--- config.mk ---
export PLATFORM = sky130hd
export DESIGN_NAME = extpin_irq_ctrl
export DESIGN_NICKNAME = d
export VERILOG_FILES = /design/src/rtl/extpin_irq_pkg.sv /design/src/rtl/extpin_irq_decode.sv /design/src/rtl/extpin_irq_datapath.sv /design/src/rtl/extpin_irq_ctrl.sv
export SDC_FILE = /design/constraint.sdc
export NUM_CORES = 1
export LEC_CHECK = 0
export BUFFER_PORTS_ARGS = -buffer_cell sky130_fd_sc_hd__clkbuf_2
export CORE_MARGIN = 2
export CORE_UTILIZATION = 54
export CTS_BUF_LIST = sky130_fd_sc_hd__clkbuf_2 sky130_fd_sc_hd__clkbuf_4 sky130_fd_sc_hd__clkbuf_8
export CTS_CLUSTER_DIAMETER = 60
export CTS_CLUSTER_SIZE = 12
export DETAILED_ROUTE_END_ITERATION = 12
export MAX_ROUTING_LAYER = met4
export PLACE_DENSITY = 0.8
export SYNTH_ARGS = -nofsm -noshare
export SYNTH_HDL_FRONTEND = slang
export SYNTH_HIERARCHICAL = 1
export SYNTH_SLANG_ARGS = --single-unit
--- constraint.sdc ---
create_clock -name clk -period 1.57 [get_ports clk]
set_input_delay 0.314 -clock clk [delete_from_list [all_inputs] [get_ports clk]]
set_output_delay 0.314 -clock clk [all_outputs]
set_load 0.01 [all_outputs]
--- src/rtl/extpin_irq_pkg.sv ---
package extpin_irq_pkg;
  localparam int REG_W    = 32;
  localparam int PRIO_W   = 4;
  localparam int MODE_BIT = 23;

  typedef enum logic [2:0] {
    SEL_TRIG  = 3'd0,
    SEL_PRIO  = 3'd1,
    SEL_PEND  = 3'd2,
    SEL_MSET  = 3'd3,
    SEL_MCLR  = 3'd4,
    SEL_CTRL  = 3'd5,
    SEL_NONE6 = 3'd6,
    SEL_NONE7 = 3'd7
  } regSel_e;

  typedef struct packed {
    logic wrTrig;
    logic wrPrio;
    logic wrPend;
    logic wrMaskSet;
    logic wrMaskClr;
    logic wrCtrl;
  } strobes_t;
endpackage

--- src/rtl/extpin_irq_decode.sv ---
module extpin_irq_decode
  import extpin_irq_pkg::*;
(
  input  logic [2:0] busAddr,
  input  logic       busWe,
  output regSel_e    readSel,
  output strobes_t   strobes
);
  always_comb begin
    readSel = regSel_e'(busAddr);
    strobes = '0;
    if (busWe) begin
      unique case (readSel)
        SEL_TRIG: strobes.wrTrig    = 1'b1;
        SEL_PRIO: strobes.wrPrio    = 1'b1;
        SEL_PEND: strobes.wrPend    = 1'b1;
        SEL_MSET: strobes.wrMaskSet = 1'b1;
        SEL_MCLR: strobes.wrMaskClr = 1'b1;
        SEL_CTRL: strobes.wrCtrl    = 1'b1;
        default:  strobes           = '0;
      endcase
    end
  end
endmodule

--- src/rtl/extpin_irq_datapath.sv ---
module extpin_irq_datapath
  import extpin_irq_pkg::*;
#(
  parameter int NUM_PINS = 8,
  parameter int TRIG_W   = 4,
  parameter int SRC_W    = 8
) (
  input  logic                clk,
  input  logic                rstN,
  input  logic [NUM_PINS-1:0] pinIn,
  input  strobes_t            strobes,
  input  regSel_e             readSel,
  input  logic [REG_W-1:0]    wdata,
  output logic [REG_W-1:0]    rdata,
  output logic                irqOut,
  output logic [NUM_PINS-1:0] pinIrq
);
  logic [NUM_PINS-1:0] syncA, syncB, prevB;
  logic [NUM_PINS-1:0] hit, pending, masked, ready;
  logic [REG_W-1:0]    trigReg, prioReg;
  logic                modeBit;
  logic [REG_W-1:0]    pendView;

  always_ff @(posedge clk or negedge rstN) begin
    if (!rstN) begin
      syncA <= '0;
      syncB <= '0;
      prevB <= '0;
    end else begin
      syncA <= pinIn;
      syncB <= syncA;
      prevB <= syncB;
    end
  end

  always_ff @(posedge clk or negedge rstN) begin
    if (!rstN) begin
      trigReg <= '0;
      prioReg <= '0;
      modeBit <= 1'b0;
    end else begin
      if (strobes.wrTrig) trigReg <= wdata;
      if (strobes.wrPrio) prioReg <= wdata;
      if (strobes.wrCtrl) modeBit <= wdata[MODE_BIT];
    end
  end

  for (genvar k = 0; k < NUM_PINS; k++) begin : g_pin
    localparam int TRIG_LSB = REG_W - (k + 1) * TRIG_W;
    localparam int PRIO_LSB = REG_W - (k + 1) * PRIO_W;
    localparam int BUS_BIT  = SRC_W - 1 - k;
    logic [3:0] code;
    logic       prioOn;

    assign code   = 4'(trigReg[TRIG_LSB +: TRIG_W]);
    assign prioOn = |prioReg[PRIO_LSB +: PRIO_W];

    always_comb begin
      unique case (code)
        4'd0:    hit[k] = prevB[k] & ~syncB[k];
        4'd1:    hit[k] = ~prevB[k] & syncB[k];
        4'd2:    hit[k] = ~syncB[k];
        4'd3:    hit[k] = syncB[k];
        4'd4:    hit[k] = prevB[k] ^ syncB[k];
        default: hit[k] = 1'b0;
      endcase
    end

    always_ff @(posedge clk or negedge rstN) begin
      if (!rstN) begin
        pending[k] <= 1'b0;
        masked[k]  <= 1'b1;
      end else begin
        pending[k] <= (strobes.wrPend ? (pending[k] & wdata[BUS_BIT]) : pending[k]) | hit[k];
        if (strobes.wrMaskSet && wdata[BUS_BIT])      masked[k] <= 1'b1;
        else if (strobes.wrMaskClr && wdata[BUS_BIT]) masked[k] <= 1'b0;
      end
    end

    assign ready[k]  = pending[k] & ~masked[k] & prioOn;
    assign pinIrq[k] = ready[k] & modeBit;

    AST_MASK_SET_TAKES: assert property (@(posedge clk) disable iff (!rstN)
      (strobes.wrMaskSet && wdata[BUS_BIT]) |=> masked[k]);
    AST_MASK_CLR_TAKES: assert property (@(posedge clk) disable iff (!rstN)
      (strobes.wrMaskClr && wdata[BUS_BIT]) |=> !masked[k]);
    AST_ZERO_CLEARS: assert property (@(posedge clk) disable iff (!rstN)
      (strobes.wrPend && !wdata[BUS_BIT] && !hit[k]) |=> !pending[k]);
    AST_PRIO_ZERO_BLOCKS: assert property (@(posedge clk) disable iff (!rstN)
      (prioReg[PRIO_LSB +: PRIO_W] == '0) |-> !pinIrq[k]);
  end

  always_comb begin
    pendView = '0;
    for (int k = 0; k < NUM_PINS; k++) pendView[SRC_W-1-k] = pending[k];
  end

  always_comb begin
    unique case (readSel)
      SEL_TRIG: rdata = trigReg;
      SEL_PRIO: rdata = prioReg;
      SEL_PEND: rdata = pendView;
      SEL_CTRL: begin
        rdata = '0;
        rdata[MODE_BIT] = modeBit;
      end
      default:  rdata = '0;
    endcase
  end

  assign irqOut = |ready;

  AST_IRQ_HAS_PENDING: assert property (@(posedge clk) disable iff (!rstN)
    irqOut |-> (pending != '0));
  AST_MODE_GATES: assert property (@(posedge clk) disable iff (!rstN)
    !modeBit |-> (pinIrq == '0));
endmodule

--- src/rtl/extpin_irq_ctrl.sv ---
module extpin_irq_ctrl
  import extpin_irq_pkg::*;
#(
  parameter int NUM_PINS = 8,
  parameter int TRIG_W   = 4,
  parameter int SRC_W    = 8
) (
  input  logic                clk,
  input  logic                rstN,
  input  logic [NUM_PINS-1:0] pinIn,
  input  logic [2:0]          busAddr,
  input  logic                busWe,
  input  logic [31:0]         busWdata,
  output logic [31:0]         busRdata,
  output logic                irqOut,
  output logic [NUM_PINS-1:0] pinIrq
);
  regSel_e  readSel;
  strobes_t strobes;

  extpin_irq_decode u_decode (
    .busAddr (busAddr),
    .busWe   (busWe),
    .readSel (readSel),
    .strobes (strobes)
  );

  extpin_irq_datapath #(
    .NUM_PINS (NUM_PINS),
    .TRIG_W   (TRIG_W),
    .SRC_W    (SRC_W)
  ) u_datapath (
    .clk     (clk),
    .rstN    (rstN),
    .pinIn   (pinIn),
    .strobes (strobes),
    .readSel (readSel),
    .wdata   (busWdata),
    .rdata   (busRdata),
    .irqOut  (irqOut),
    .pinIrq  (pinIrq)
  );
endmodule

==> results.json <==
{
  "leakage_nw": 3.039,
  "finalCriticalPeriod_ns": 2.137,
  "finalNetCount": 607,
  "setup_viol": 23,
  "cp.required_ns": 1.26,
  "drt-wirelength-per-cell_um": 19.60,
  "grt_pass1_wl_mm": 19.60,
  "root_buffer": "clkbuf_8",
  "yosysUniqueCellTypes": 36,
  "syn_nets": 468,
  "htreeDepth": 3,
  "numCtsBuffers": 9,
  "pwr_density_cell_nw_per_um2": 1174,
  "path_clk_slew_ns": 0.10,
  "synthSimpleGateAreaFrac_pct": 9.611,
  "wl_met3_um": 555,
  "fillers": 605,
  "route.antenna.remaining_nets": 0,
  "drt-total-wl_mm": 12.96,
  "ys_seq_elements": 105,
  "slew_viol_final": 0,
  "cts_tree": "built",
  "gp_congestion": 0.9284,
  "synthAdderAreaFrac_pct": 4.015,
  "cts.sinks": 105,
  "ys_warn_count": 6,
  "drive_gt1_share_pct": 47.82,
  "cap_violations": 0,
  "finalNonFillerCells": 661,
  "rsz0062_at_grt": "yes",
  "grt_overflow_total": 0,
  "cp-startpoint": "u_datapath/prioReg[19]",
  "postPlaceCellArea_um2": 5874,
  "synth_commonest_cells": "dfrtp_1, mux2_2, a22o_1, nor2_1, inv_1",
  "violations": "negative setup slack",
  "hold_violations": 0,
  "grt_pass1_vias": 3801,
  "clock_latency_ns": 0.37,
  "n_antenna_cell": 0,
  "clockBufferDepth": 2,
  "worst_slack_ns": -0.5674,
  "start_util_pct": 54.74,
  "die-height_um": 100.1,
  "yosys.area.top_type": "dfrtp_1",
  "hold_class": "in2reg",
  "grt_max_degree": 38,
  "synth_edf_count": 0,
  "detail_route.iter0.violations": 241,
  "avgSynthCellArea_um2": 12.28,
  "antenna_found_initial": 0,
  "via_per_inst": 5.802,
  "post-route-period-util_pct": 136.1,
  "synth_compound_area_share_pct": 10.92,
  "dp_cells": 631,
  "pin_count": 87,
  "first_pass_iters": 5,
  "crit_type": "reg2out",
  "cp-end-kind": "output pin",
  "synth_top_family_by_area": "multiplexers",
  "clock_skew_ns": 0.01497,
  "ir_drop_v": 0.0005846,
  "core_area_um2": 9109,
  "syn_inst": 406,
  "design_area_um2": 6501,
  "status": "finished with violations",
  "post-synth-top-count-cell": "dfrtp_1",
  "routed.top_layer": "met4",
  "reg2reg_from": "u_datapath/syncB[2]",
  "synth_top_area_share_pct": 48.68,
  "ys_seq_area_share_pct": 52.90,
  "critPathMaxFanout": 2,
  "synth_xor_area_share_pct": 0.7026,
  "async_reset_ff_share_pct": 100.0,
  "synth_flop_cell": "dfrtp_1",
  "port_buffers": 86,
  "slew_headroom_pct": 70.35,
  "max_freq_ghz": 0.4678,
  "met2_wirelength_mm": 6.468,
  "wl_met1_mm": 5.563,
  "dp_hpwl_mm": 8.513,
  "fin_util_pct": 71.37,
  "cp.arrival_ns": 1.82,
  "synth.area.top_cells": "dfrtp_1, mux2_2, a22o_1",
  "synthesis.area_um2": 4986,
  "rows": 35,
  "grt_usage_pct": 26.26,
  "synth_mux_area_share_pct": 18.07,
  "die-area_um2": 10020,
  "drc_errors": 0,
  "hp-start": "pinIn[7]",
  "critPathLaunchType": "register",
  "finalSetupTns_ns": -3.894,
  "syn2layout_area_growth_pct": 30.39,
  "tightest_slew_ns": 0.4401,
  "die_w_um": 100.1,
  "vias": 3835
}
## cell usage in the layout, fill, tap and decap left out, types with 2 or more instances in the layout
cell type | synthesis | routed
and4bb_1 | 2 | 2
ha_1 | 16 | 16
nand2_1 | 17 | 17
nand3_1 | 3 | 3
buf_12 | 0 | 6
buf_6 | 0 | 32
clkbuf_2 | 0 | 62
o21ai_0 | 12 | 12
inv_1 | 21 | 21
a22oi_1 | 4 | 4
o21a_1 | 4 | 4
a31oi_1 | 5 | 5
nor2_1 | 25 | 25
mux2i_1 | 18 | 17
buf_4 | 4 | 30
dfrtp_2 | 0 | 3
and2_1 | 8 | 6
mux2_1 | 2 | 2
and2_4 | 0 | 2
mux2_2 | 62 | 62
nor3_1 | 4 | 4
dfstp_2 | 8 | 8
and4b_2 | 2 | 2
nor4_4 | 0 | 5
o311ai_0 | 3 | 2
a21oi_1 | 8 | 8
xnor2_1 | 4 | 4
clkinvlp_4 | 0 | 2
a22o_1 | 30 | 30
buf_2 | 13 | 17
nor3b_2 | 1 | 7
o41a_1 | 4 | 4
nor4_2 | 0 | 4
o311ai_1 | 1 | 2
clkbuf_8 | 0 | 10
clkbuf_4 | 0 | 2
dfrtp_1 | 97 | 94
## critical path, stage by stage (launching register included)
cell and delay, ns:
dfrtp_1 0.43, nor4_4 0.33, nor3b_2 0.10, nor4_2 0.32
nand2_1 0.14, clkbuf_2 0.15
## stage by stage
step / power, mW / hold slack (ns) / setup slack (ns)
CTS: 7.323 / 0.03216 / -0.6310
detailed placement: 5.609 / 0.2722 / -0.3226
global route: 7.992 / 0.02910 / -0.6706
global placement: 5.512 / 0.2704 / -0.2825
floorplan: 4.742 / 0.01841 / 0.1258
finish: 7.634 / 0.04282 / -0.5674
## sequential cells by signal, indices dropped and copies added (netlist names)
name / cells
u_datapath/trigReg: 32
u_datapath/syncA: 8
u_datapath/syncB: 8
u_datapath/masked: 8
u_datapath/prevB: 8
u_datapath/modeBit: 1
u_datapath/pendView: 8
u_datapath/prioReg: 32
## cell families (layout without fill, tap and decap cells)
logic type	count (synthesis)	count (layout)
flops	105	105
simple gates	85	85
mux	82	82
compound gates	72	72
buf+inv	42	186
fa+ha+maj	16	16
xor+xnor	4	4
## area by class of cell
type | instances | area, um^2 | share of cell area [%]
sequential | 105 | 2641 | 40.63
clock inverter | 4 | 28.78 | 0.4426
multi-input combinational | 259 | 2325 | 35.76
clock buffer | 12 | 152.6 | 2.348
inverter | 21 | 78.83 | 1.212
timing repair buffer | 149 | 1136 | 17.47
tap | 111 | 138.9 | 2.136
## per-layer routing
layer / GRT usage (%) / vias up
li1: - / 1748
met5: - / -
met2: 41.06 / 134
met3: 4.526 / 29
met1: 34.45 / 1924
met4: 10.64 / 0
## what timing repair did
action,4_1_cts,5_1_grt
buffers inserted,8,9
hold endpoints to repair,23,0
endpoints found under the setup margin,36,42
gates resized for setup,32,64
hold buffers,1,0
pin swaps,16,22
gates cloned,2,0
## where the power goes
part / switching [mW] / internal, mW / leakage (nW)
Clock: 0.916 / 0.657 / 0.0894
Combinational: 0.913 / 1.28 / 1.72
Sequential: 0.601 / 3.27 / 1.23
Total: 2.43 / 5.20 / 3.04
## final timing paths
kind                                               end  slack [ns]  depth (start not counted)
max in group asynchronous         u_datapath/masked[6]        0.54                          3
worst min register to register     u_datapath/syncB[0]        0.36                          0
min in group asynchronous       u_datapath/trigReg[31]        0.41                          2
worst min-delay path               u_datapath/syncA[7]        0.04                          1
worst max register to register  u_datapath/pendView[5]        0.11                          6
worst max-delay path                            irqOut       -0.57                          5
(Power assumes the default switching activity.)
